$ cat src/rtl/pw_pkg.sv
package pw_pkg;

  typedef enum logic [1:0] {
    CAUSE_NONE  = 2'd0,
    CAUSE_BOUND = 2'd1,
    CAUSE_OUTER = 2'd2,
    CAUSE_INNER = 2'd3
  } pw_cause_e;

  typedef enum logic [2:0] {
    ST_IDLE,
    ST_RD_OUT,
    ST_RD_IN,
    ST_RESP
  } pw_state_e;

  localparam int unsigned ENT_VALID_BIT = 0;
  localparam int unsigned ENT_LARGE_BIT = 1;

endpackage

$ cat src/rtl/pw_index_split.sv
module pw_index_split #(
  parameter int unsigned VA_W    = 32,
  parameter int unsigned OUT_W   = 10,
  parameter int unsigned IN_W    = 10,
  parameter int unsigned PA_W    = 32,
  parameter int unsigned ENT_LG  = 2
) (
  input  logic [VA_W-1:0]  vaddr,
  input  logic [PA_W-1:0]  dir_base,
  input  logic [OUT_W:0]   tbl_len,
  output logic             in_bound,
  output logic [PA_W-1:0]  outer_addr
);
  localparam int unsigned LOW_W = VA_W - OUT_W;

  logic [OUT_W-1:0] outer_idx;
  logic [LOW_W-1:0] unused_low;

  assign outer_idx  = vaddr[VA_W-1 -: OUT_W];
  assign unused_low = vaddr[LOW_W-1:0];
  assign in_bound   = {1'b0, outer_idx} < tbl_len;
  assign outer_addr = dir_base + (PA_W'(outer_idx) << ENT_LG);

endmodule

$ cat src/rtl/pw_entry_decode.sv
module pw_entry_decode #(
  parameter int unsigned PA_W    = 32,
  parameter int unsigned OFF_W   = 12,
  parameter int unsigned BIG_W   = 22
) (
  input  logic [PA_W-1:0]       entry,
  output logic                  ent_valid,
  output logic                  ent_large,
  output logic [PA_W-OFF_W-1:0] ent_base,
  output logic [PA_W-BIG_W-1:0] ent_big_base
);
  import pw_pkg::*;

  logic [OFF_W-3:0] unused_flags;

  assign ent_valid    = entry[ENT_VALID_BIT];
  assign ent_large    = entry[ENT_LARGE_BIT];
  assign ent_base     = entry[PA_W-1:OFF_W];
  assign ent_big_base = entry[PA_W-1:BIG_W];
  assign unused_flags = entry[OFF_W-1:2];

endmodule

$ cat src/rtl/pw_walk_fsm.sv
module pw_walk_fsm #(
  parameter int unsigned VA_W   = 32,
  parameter int unsigned OUT_W  = 10,
  parameter int unsigned IN_W   = 10,
  parameter int unsigned OFF_W  = 12,
  parameter int unsigned PA_W   = 32,
  parameter int unsigned ENT_LG = 2
) (
  input  logic             clk,
  input  logic             rst,
  input  logic             req_valid,
  input  logic [VA_W-1:0]  req_vaddr,
  input  logic             in_bound,
  input  logic [PA_W-1:0]  outer_addr,
  input  logic             mem_rd_ready,
  input  logic             ent_valid,
  input  logic             ent_large,
  input  logic [PA_W-OFF_W-1:0]        ent_base,
  input  logic [PA_W-(IN_W+OFF_W)-1:0] ent_big_base,
  output logic             req_ready,
  output logic             mem_rd_valid,
  output logic [PA_W-1:0]  mem_rd_addr,
  output logic             rsp_valid,
  output logic             rsp_fault,
  output logic [1:0]       rsp_cause,
  output logic [VA_W-1:0]  rsp_vaddr,
  output logic [PA_W-1:0]  rsp_paddr
);
  import pw_pkg::*;

  localparam int unsigned BIG_W = IN_W + OFF_W;

  pw_state_e        state_q;
  logic [VA_W-1:0]  va_q;
  logic [PA_W-1:0]  addr_q;
  logic [PA_W-1:0]  pa_q;
  pw_cause_e        cause_q;
  logic             fault_q;
  logic [IN_W-1:0]  inner_idx;
  logic [PA_W-1:0]  inner_addr;

  assign inner_idx  = va_q[OFF_W +: IN_W];
  assign inner_addr = {ent_base, OFF_W'(OFF_W'(inner_idx) << ENT_LG)};

  always_ff @(posedge clk) begin
    if (rst) begin
      state_q <= ST_IDLE;
      va_q    <= '0;
      addr_q  <= '0;
      pa_q    <= '0;
      cause_q <= CAUSE_NONE;
      fault_q <= 1'b0;
    end else begin
      case (state_q)
        ST_IDLE: begin
          if (req_valid) begin
            va_q <= req_vaddr;
            if (!in_bound) begin
              cause_q <= CAUSE_BOUND;
              fault_q <= 1'b1;
              pa_q    <= '0;
              state_q <= ST_RESP;
            end else begin
              addr_q  <= outer_addr;
              state_q <= ST_RD_OUT;
            end
          end
        end
        ST_RD_OUT: begin
          if (mem_rd_ready) begin
            if (!ent_valid) begin
              cause_q <= CAUSE_OUTER;
              fault_q <= 1'b1;
              pa_q    <= '0;
              state_q <= ST_RESP;
            end else if (ent_large) begin
              cause_q <= CAUSE_NONE;
              fault_q <= 1'b0;
              pa_q    <= {ent_big_base, va_q[BIG_W-1:0]};
              state_q <= ST_RESP;
            end else begin
              addr_q  <= inner_addr;
              state_q <= ST_RD_IN;
            end
          end
        end
        ST_RD_IN: begin
          if (mem_rd_ready) begin
            if (!ent_valid) begin
              cause_q <= CAUSE_INNER;
              fault_q <= 1'b1;
              pa_q    <= '0;
            end else begin
              cause_q <= CAUSE_NONE;
              fault_q <= 1'b0;
              pa_q    <= {ent_base, va_q[OFF_W-1:0]};
            end
            state_q <= ST_RESP;
          end
        end
        default: state_q <= ST_IDLE;
      endcase
    end
  end

  assign req_ready    = (state_q == ST_IDLE);
  assign mem_rd_valid = (state_q == ST_RD_OUT) || (state_q == ST_RD_IN);
  assign mem_rd_addr  = addr_q;
  assign rsp_valid    = (state_q == ST_RESP);
  assign rsp_fault    = fault_q;
  assign rsp_cause    = cause_q;
  assign rsp_vaddr    = va_q;
  assign rsp_paddr    = pa_q;

  // an out-of-range index answers next cycle without touching memory
  p_bound_noread_r6: assert property (@(posedge clk) disable iff (rst)
    (req_ready && req_valid && !in_bound) |=>
      (!mem_rd_valid && rsp_valid && rsp_cause == CAUSE_BOUND));

  // a pending read keeps its address until acknowledged
  p_hold_r8: assert property (@(posedge clk) disable iff (rst)
    (mem_rd_valid && !mem_rd_ready) |=> (mem_rd_valid && $stable(mem_rd_addr)));

  // response is a single-cycle pulse followed by idle
  p_rsp_pulse_r9: assert property (@(posedge clk) disable iff (rst)
    rsp_valid |=> (!rsp_valid && req_ready));

  // idle means no read and no response in flight
  p_idle_quiet_r9: assert property (@(posedge clk) disable iff (rst)
    req_ready |-> (!mem_rd_valid && !rsp_valid));

  // faults never carry an address
  p_fault_zero_r4: assert property (@(posedge clk) disable iff (rst)
    (rsp_valid && rsp_fault) |-> (rsp_paddr == '0));

  // the page offset passes through untouched
  p_offset_r3: assert property (@(posedge clk) disable iff (rst)
    (rsp_valid && !rsp_fault) |-> (rsp_paddr[OFF_W-1:0] == rsp_vaddr[OFF_W-1:0]));

endmodule

$ cat src/rtl/pw_walker_top.sv
module pw_walker_top #(
  parameter int unsigned VA_W   = 32,
  parameter int unsigned OUT_W  = 10,
  parameter int unsigned IN_W   = 10,
  parameter int unsigned OFF_W  = 12,
  parameter int unsigned PA_W   = 32,
  parameter int unsigned ENT_LG = 2
) (
  input  logic               clk,
  input  logic               rst,
  input  logic [PA_W-1:0]    dir_base,
  input  logic [OUT_W:0]     tbl_len,
  input  logic               req_valid,
  output logic               req_ready,
  input  logic [VA_W-1:0]    req_vaddr,
  output logic               rsp_valid,
  output logic               rsp_fault,
  output logic [1:0]         rsp_cause,
  output logic [VA_W-1:0]    rsp_vaddr,
  output logic [PA_W-1:0]    rsp_paddr,
  output logic               mem_rd_valid,
  output logic [PA_W-1:0]    mem_rd_addr,
  input  logic               mem_rd_ready,
  input  logic [PA_W-1:0]    mem_rd_data
);
  localparam int unsigned BIG_W = IN_W + OFF_W;

  logic                  in_bound;
  logic [PA_W-1:0]       outer_addr;
  logic                  ent_valid;
  logic                  ent_large;
  logic [PA_W-OFF_W-1:0] ent_base;
  logic [PA_W-BIG_W-1:0] ent_big_base;

  pw_index_split #(
    .VA_W(VA_W), .OUT_W(OUT_W), .IN_W(IN_W), .PA_W(PA_W), .ENT_LG(ENT_LG)
  ) u_split (
    .vaddr(req_vaddr), .dir_base(dir_base), .tbl_len(tbl_len),
    .in_bound(in_bound), .outer_addr(outer_addr)
  );

  pw_entry_decode #(
    .PA_W(PA_W), .OFF_W(OFF_W), .BIG_W(BIG_W)
  ) u_dec (
    .entry(mem_rd_data), .ent_valid(ent_valid), .ent_large(ent_large),
    .ent_base(ent_base), .ent_big_base(ent_big_base)
  );

  pw_walk_fsm #(
    .VA_W(VA_W), .OUT_W(OUT_W), .IN_W(IN_W), .OFF_W(OFF_W),
    .PA_W(PA_W), .ENT_LG(ENT_LG)
  ) u_fsm (
    .clk(clk), .rst(rst),
    .req_valid(req_valid), .req_vaddr(req_vaddr),
    .in_bound(in_bound), .outer_addr(outer_addr),
    .mem_rd_ready(mem_rd_ready),
    .ent_valid(ent_valid), .ent_large(ent_large),
    .ent_base(ent_base), .ent_big_base(ent_big_base),
    .req_ready(req_ready),
    .mem_rd_valid(mem_rd_valid), .mem_rd_addr(mem_rd_addr),
    .rsp_valid(rsp_valid), .rsp_fault(rsp_fault), .rsp_cause(rsp_cause),
    .rsp_vaddr(rsp_vaddr), .rsp_paddr(rsp_paddr)
  );

endmodule

$ cat config.mk
export PLATFORM = sky130hd
export DESIGN_NAME = pw_walker_top
export DESIGN_NICKNAME = d
export VERILOG_FILES = /design/src/rtl/pw_pkg.sv /design/src/rtl/pw_index_split.sv /design/src/rtl/pw_entry_decode.sv /design/src/rtl/pw_walk_fsm.sv /design/src/rtl/pw_walker_top.sv
export SDC_FILE = /design/constraint.sdc
export NUM_CORES = 1
export LEC_CHECK = 0
export BUFFER_PORTS_ARGS = -buffer_cell sky130_fd_sc_hd__buf_4
export CORE_MARGIN = 8
export CORE_UTILIZATION = 47
export CTS_BUF_LIST = sky130_fd_sc_hd__clkbuf_8
export DETAILED_ROUTE_END_ITERATION = 7
export PLACE_DENSITY = 0.77
export SLEW_MARGIN = 25
export SYNTH_ARGS = -nofsm -noshare
export SYNTH_HDL_FRONTEND = slang
export SYNTH_HIERARCHICAL = 1
export SYNTH_SLANG_ARGS = --single-unit
$ cat constraint.sdc
create_clock -name clk -period 1.9 [get_ports clk]
set_input_delay 0.095 -clock clk [delete_from_list [all_inputs] [get_ports clk]]
set_output_delay 0.095 -clock clk [all_outputs]
set_load 0.02 [all_outputs]
# After elaboration in Yosys (flattened, before gate mapping)
# Cells that the tools add are included.
# word_totals
ff_bits	102
word_cells	64
output_inout_bits	102
input_bits	111
# op_classes
n_lt_le_gt_ge	1
reduce_logical	8
n_addsub	1
n_mux	37
eq_ne	11
# op_table
operator	n
32-bit two-way mux	12
32-bit one-hot mux with 3 select lines	1
32-bit one-hot mux with 2 select lines	1
32-bit by 12-bit adder with 32-bit output	1
2-bit two-way mux	8
3-bit two-way mux	4
2-bit inequality test (second input constant)	6
6-bit AND reduction	2
10-bit by 11-bit less-than comparator with 1-bit output	1
3-bit one-hot mux with 3 select lines	1
1-bit two-way mux	8
3-bit by 2-bit == test with 1-bit output (second input constant)	2
2-bit one-hot mux with 3 select lines	1
3-bit by 1-bit == test with 1-bit output (second input constant)	1
3-bit logical NOT	1
3-bit inequality test (second input constant)	1
1-bit one-hot mux with 3 select lines	1
3-bit AND reduction	1
3-bit nonzero test	1
2-bit by 1-bit inequality test with 1-bit output (second input constant)	1
2-bit AND reduction	1
2-bit nonzero test	1
1-bit logical OR	1

# Longest topological paths before layout
# Gate-level depths: netlist of the first run.
# logic_depth
ltp_word	4
ltp_mapped	12
ltp_nobuf	10

# Cells and area by module
# Netlist of the first run, hierarchy kept.
# by_module_without_submodules
mod	cells_each	seq_area_each_um2	area_per_inst_um2	n_inst
pw_walk_fsm	523	2021.9	4616.9	1
pw_index_split	179	0.0	1300.0	1
pw_entry_decode	32	0.0	240.2	1

# Least setup slack after synthesis of the first run
# Ideal clock, no wire load.
# synth_path
path_type	input to register
startpoint	input port dir_base[2]
endpoint	register u_fsm.addr_q[28] (netlist: u_fsm/mem_rd_addr[28])
n_path_buf	0
arrival_ns	1.851
cell_stages	10
path_slack_ns	-0.033
required_time_ns	1.819
setup_ns	0.081
cell_sequence	ha_1 inv_1 fa_1 nor2b_1 o31a_1 o21ai_4 a2111oi_4 xor2_1 mux2i_1 a211oi_2
# synth_via
elab_chain_cells	4
# synth_rtl
element	line	source
start: declaration	pw_walker_top.sv:11	input logic [PA_W-1:0] dir_base,
32-bit by 12-bit adder with 32-bit output	pw_index_split.sv:22	assign outer_addr = dir_base + (PA_W'(outer_idx) << ENT_LG);
net outer_addr[28]	pw_walker_top.sv:29	logic [PA_W-1:0] outer_addr;
32-bit two-way mux	pw_walk_fsm.sv:58	if (!in_bound) begin
32-bit two-way mux	pw_walk_fsm.sv:56	if (req_valid) begin
32-bit one-hot mux with 2 select lines	pw_walk_fsm.sv:54	case (state_q)
end signal: assignment	pw_walk_fsm.sv:64	addr_q <= outer_addr;
end signal: assignment	pw_walk_fsm.sv:82	addr_q <= inner_addr;
end: declaration	pw_walk_fsm.sv:35	logic [PA_W-1:0] addr_q;
# The timed path passes the listed nets, and every way through them passes these cells. The select of a mux whose other input is x is not followed.
# A chain may end at the register's enable or synchronous reset.

# Worst setup path in the final report of the first run
# layout_path
startpoint	input port req_vaddr[25]
endpoint	register u_fsm.pa_q[3] (netlist: u_fsm/rsp_paddr[3])
# layout_via
elab_chain_cells	3
# layout_rtl
element	line	source
start: declaration	pw_walker_top.sv:15	input logic [VA_W-1:0] req_vaddr,
10-bit by 11-bit less-than comparator with 1-bit output	pw_index_split.sv:21	assign in_bound = {1'b0, outer_idx} < tbl_len;
net in_bound	pw_walker_top.sv:28	logic in_bound;
2-bit inequality test (no source line)	--	
6-bit AND reduction (no source line)	--	
end signal: assignment	pw_walk_fsm.sv:79	pa_q <= {ent_big_base, va_q[BIG_W-1:0]};
end signal: assignment	pw_walk_fsm.sv:96	pa_q <= {ent_base, va_q[OFF_W-1:0]};
end: declaration	pw_walk_fsm.sv:36	logic [PA_W-1:0] pa_q;
# The timed path passes the listed nets, and every way through them passes these cells.

==> results of run 1 <==
==> per-layer routing <==
metal,up-vias,routed length (um)
met5,-,0
met4,0,561
met3,33,1430
met2,195,9880
met1,2856,8870
li1,2997,-
==> through the flow <==
stage | utilization (%) | cells | cell area, sq um | hold WS [ns] | setup slack, ns
finish | 67.8 | 1154 | 8830 | 0.102 | 0.0367
global route | 67.7 | 1153 | 8830 | 0.103 | -0.0306
CTS | 65.0 | 1133 | 8470 | 0.0728 | 0.0214
detailed placement | 60.7 | 1086 | 7920 | 0.350 | -0.413
global placement | 60.7 | 1086 | 7920 | 0.341 | -0.277
floorplan | - | 734 | 6170 | 0.231 | -0.00253
==> synth_stat cells (4+ instances only) <==
master / count / area (sq um)
nand2b_1: 40 / 250
a211oi_2: 30 / 375
inv_1: 19 / 71.3
nand2_1: 91 / 342
dfxtp_1: 101 / 2020
nor2_1: 65 / 244
nor2b_1: 6 / 37.5
buf_4: 38 / 285
nand4_1: 5 / 31.3
xor2_1: 15 / 131
mux2i_1: 44 / 440
clkbuf_1: 26 / 97.6
nand3b_1: 4 / 30.0
a21oi_1: 60 / 300
a311oi_1: 5 / 43.8
nand3_1: 32 / 160
nor3_1: 4 / 20.0
buf_6: 4 / 45.0
xnor2_1: 9 / 78.8
ha_1: 27 / 338
o21ai_0: 7 / 35.0
a22oi_1: 20 / 150
buf_2: 9 / 45.0
o21ai_1: 21 / 105
==> power groups by stage <==
stage                     registers [W]  clock network, W  logic, W
after detailed placement        0.00300                 0   0.00504
after global routing            0.00304           0.00164   0.00638
after global placement          0.00300                 0   0.00494
after CTS                       0.00296           0.00154   0.00528
final                           0.00297           0.00151   0.00600
after floorplan                 0.00354                 0   0.00268
==> state kept, by name, summed over array words and instances (netlist names) <==
register / cells
u_fsm/mem_rd_addr: 32
u_fsm/rsp_cause: 2
u_fsm/rsp_fault: 1
u_fsm/rsp_paddr: 32
u_fsm/rsp_vaddr: 32
u_fsm/state_q: 2
==> what timing repair did <==
action                                  4_1_cts  5_1_grt
setup buffers                                 1       15
pin swaps                                     1        8
hold buffers                                 29        0
gates cloned                                  1        6
endpoints found under the setup margin        6       54
resized for setup                             2       29
hold endpoints to repair                     29        0
==> layout by cell type, fill, tap and decap left out, drive strengths merged, types with 9 or more instances in the layout <==
master	n
buf	274
dfxtp	101
xnor2	9
a22oi	20
inv	20
a21oi	61
o21ai	31
nand3	33
mux2i	44
nand2	91
ha	27
dlygate4sd3	29
clkbuf	13
nand2b	40
xor2	15
a211oi	33
nor2	66
==> worst paths after layout <==
kind	from	endpoint	depth (start not counted)	slack (ns)
min reg2reg	u_fsm/rsp_vaddr[22]	u_fsm/rsp_vaddr[22]	2	0.46
max reg2reg	u_fsm/state_q[0]	u_fsm/mem_rd_addr[5]	8	0.04
max	req_vaddr[25]	u_fsm/rsp_paddr[3]	13	0.04
min	req_vaddr[24]	u_fsm/rsp_vaddr[24]	4	0.10
==> cell type report <==
cell class / instances / area share [%]
antenna: 1 / 0.0283
clock buffer: 9 / 1.40
clock inverter: 7 / 1.02
inverter: 19 / 0.850
multi-input combinational: 534 / 42.2
sequential: 101 / 22.9
tap: 176 / 2.49
timing repair buffer: 307 / 29.0
==> worst max-delay path: stages <==
cell       delay [ns]
buf_4            0.12
buf_4            0.13
ha_1             0.27
nand4_1          0.12
o211ai_1         0.20
a21oi_1          0.10
buf_4            0.15
buf_4            0.13
nand2_4          0.08
o311ai_4         0.12
nor2_4           0.25
clkbuf_16        0.21
mux2i_1          0.19
==> kinds of logic (layout without fill, tap and decap cells) <==
family	after synthesis	count (layout)	synth area share [%]
buf+inv	100	342	9.12
xor+xnor	24	24	3.41
simple gates	269	269	21.3
other cells	0	1	0
flops	101	101	32.8
mux	45	45	7.34
compound gates	167	168	20.2
fa+ha+maj	28	28	5.81
==> reports/results.txt, run 1 <==
status - completed
post-synthesis async set-or-reset flop share - 0%
Slew headroom - 62.9%
layout cell share with drive strength beyond 1 - 37.3%
Seq/Total Area, Yosys - 32.8%
initial antenna violation count - 0
Final Critical Period - 1.86 ns
TritonCTS Buffers - 9
VDD IR-drop max - 0.630 mV
cell internal pwr - 0.00612 W
grt ovf - 0
die height - 130 um
syn nets - 873
M3 GR Usage - 5.60%
initial core utilization - 47.2%
IO Count - 213
CP arrival - 2.16 ns
Max Freq - 0.537 GHz
fillers - 1061
leakage - 3.74 nW
FF+latch count, synth - 101
worst slew pin tran - 0.557 ns
Post-synth EDFFs - 0
1st-iter DRT viols - 543
Reg clk slew, reported paths - 0.10 ns
vias per std cell - 5.27
vias in the first global route - 6000
met1 GRT Util - 27.8%
total track usage - 22.7%
clk sinks - 101
Layout Nets - 1111
Post-Synthesis Cells - 734
clk_lat worst skew - 0.37 ns
die width - 130 um
Root Driver - clkbuf_8
setup_tns - 0 ns
Psw - 0.00437 W
wire per inst - 18.0 um
Power, Total - 0.0105 W
routed wire length - 20800 um
M2 GR Usage - 37.7%
Reg area - 0.00203 sq mm
area of the multi-input gates - 0.00373 sq mm
Setup Viol. Count Final - 0
Worst Path Max Fanout - 6
Pre-Repair DR Iteration Count - 5
first-pass GRT wire length - 30700 um
final hold viol count - 0
gr busiest metal - met2
Area Growth Syn to Fin - 43.4%
TritonCTS clock tree - done
switching share of power - 41.7%
Critical Path Start Type - input port
DRC - 0
core area - 0.0130 sq mm
detailed placement HPWL - 14300 um
Worst Hold Class - input port to flip-flop
gpl congestion - 0.869
die area - 0.0170 sq mm
critical path class - input port to flip-flop
Crit. End Element - flip-flop
Yosys Warn Count - 6
CTS max path bufs - 2
Yosys cell types - 60
Comb power frac - 57.2%
Row Count - 42
final max-slew violation count - 0
number of port buffers - 202
Routed Antenna Nets - 0
clock share of power - 14.4%
synthesized cell area - 0.00616 sq mm
ys flop type - dfxtp_1
vias post-DR - 6081
sequential group share of total power - 28.4%
final cycle utilization of the critical path - 98.1%
RSZ-0062 raised after global routing - yes
Max-cap violations - 0
syn_area_per_cell - 8.39 sq um
CP required - 2.20 ns
largest net degree at the start of global routing - 102
Clock Skew - 0.00628 ns
power per cell area - 1190 mW/mm^2
H-Tree Depth - 3
No activity file was read; power rests on OpenSTA's default activity.
==> inputs of run 2 (changes only) <==
CELL_PAD_IN_SITES_DETAIL_PLACEMENT = 1   (was not set)
CELL_PAD_IN_SITES_GLOBAL_PLACEMENT = 2   (was not set)
CORE_UTILIZATION = 27   (was 47)
PLACE_DENSITY = 0.78   (was 0.77)
==> reports/results.txt, run 2 (synthesis results as in run 1) <==
status - completed
routed wire length - 24300 um
die area - 0.0279 sq mm
final max-slew violation count - 0
wire per inst - 19.2 um
fillers - 2708
detailed placement HPWL - 17900 um
vias in the first global route - 6528
critical path class - input port to flip-flop
Layout Nets - 1109
R2R depth - 7
Area Growth Syn to Fin - 43.8%
area of the multi-input gates - 0.00367 sq mm
Pre-Repair DR Iteration Count - 4
commonest non-fill, non-tap cell in the layout - buf_4
worst slew pin tran - 0.438 ns
Clock Skew - 0.0102 ns
Max-cap violations - 0
total track usage - 16.9%
number of port buffers - 202
Routed Antenna Nets - 0
final hold viol count - 0
grt ovf - 0
vias post-DR - 6049
Root Driver - clkbuf_8
1st-iter DRT viols - 253
CP required - 2.18 ns
gpl congestion - 0.817
CP arrival - 2.13 ns
initial core utilization - 27.4%
core area - 0.0225 sq mm
die height - 167 um
Worst Path Max Fanout - 14
Setup Viol. Count Final - 0
vias per std cell - 4.80
Worst Hold Class - input port to flip-flop
power per cell area - 1160 mW/mm^2
clk_lat worst skew - 0.40 ns
leakage - 3.71 nW
most frequent cells in the layout - buf_4 (262), dfxtp_1 (100), nand2_1 (91), nor2_1 (65), a21oi_1 (58)
IO Count - 213
RSZ-0062 raised after global routing - yes
DRC - 0
TritonCTS clock tree - done
Row Count - 55
clk sinks - 101
Final Critical Period - 1.85 ns
final cycle utilization of the critical path - 97.3%
Hold Crit Depth - 3
initial antenna violation count - 1
Reg area - 0.00203 sq mm
largest net degree at the start of global routing - 62
Critical Path Start Type - input port
Finished Core Util - 39.3%
Reg clk slew, reported paths - 0.12 ns
Finished Cell Area - 0.00885 sq mm
setup_tns - 0 ns
Slew headroom - 70.8%
TritonCTS Buffers - 9
layout cell share with drive strength beyond 1 - 36.4%
H-Tree Depth - 3
first-pass GRT wire length - 37400 um
CTS max path bufs - 2
VDD IR-drop max - 0.481 mV
die width - 167 um
Max Freq - 0.541 GHz
Crit. End Element - flip-flop
Placed Area - 0.00813 sq mm
## run 2: layout make-up
cell class                      instances  share of cell area, %
Clock buffer                            9                   1.40
Clock inverter                          7                  0.735
Antenna cell                            1                 0.0283
Tap cell                              285                   4.03
Timing Repair Buffer                  306                   28.7
Inverter                               19                  0.806
Multi-Input combinational cell        533                   41.4
Sequential cell                       101                   22.9
## run 2: what timing repair did
item | CTS | global route
pin swaps | 1 | 6
gates cloned | 1 | 2
setup endpoints to repair | 43 | 63
endpoints found under the hold margin | 31 | 0
gates resized for setup | 3 | 19
hold buffers | 31 | 0
buffers inserted | 0 | 7
## run 2: worst max-delay path: stages
cell       delay (ns)
buf_4            0.13
ha_1             0.29
a21o_1           0.20
a21oi_2          0.16
o211ai_1         0.10
a21oi_1          0.13
buf_4            0.15
nand2b_4         0.12
o2111a_2         0.23
buf_6            0.14
clkbuf_16        0.19
nand2b_1         0.11
a21oi_1          0.05
## run 2: path summary, 6_finish.rpt
kind | from | end | slack [ns]
min reg2reg | u_fsm/rsp_vaddr[24] | u_fsm/rsp_vaddr[24] | 0.47
min | mem_rd_data[28] | u_fsm/mem_rd_addr[28] | 0.08
max | req_vaddr[27] | u_fsm/mem_rd_addr[1] | 0.05
max reg2reg | u_fsm/state_q[0] | u_fsm/rsp_paddr[9] | 0.12
## run 2: metal layers
metal	part of all wire, %	track usage, %
met4	1.3	4.62
met1	45	20.5
met2	48	28.6
met5	0	0
met3	6.3	4.96
## run 2: report_power, final
part,internal [W],switching (W),total (W)
sequential,0.00263,0.000373,0.00300
combinational,0.00260,0.00323,0.00583
clock,0.000510,0.000905,0.00142
total,0.00573,0.00451,0.0102
## run 2: stage by stage
stage | total power, W | setup WS [ns] | hold slack, ns | std cells
6_report | 0.0102 | 0.0513 | 0.0759 | 1261
5_1_grt | 0.0109 | -0.00251 | 0.0754 | 1261
4_1_cts | 0.0101 | 0.00524 | 0.0553 | 1251
3_5_place_dp | 0.00839 | -0.427 | 0.355 | 1203
3_3_place_gp | 0.00831 | -0.378 | 0.344 | 1203
2_1_floorplan | 0.00622 | -0.00253 | 0.231 | 734
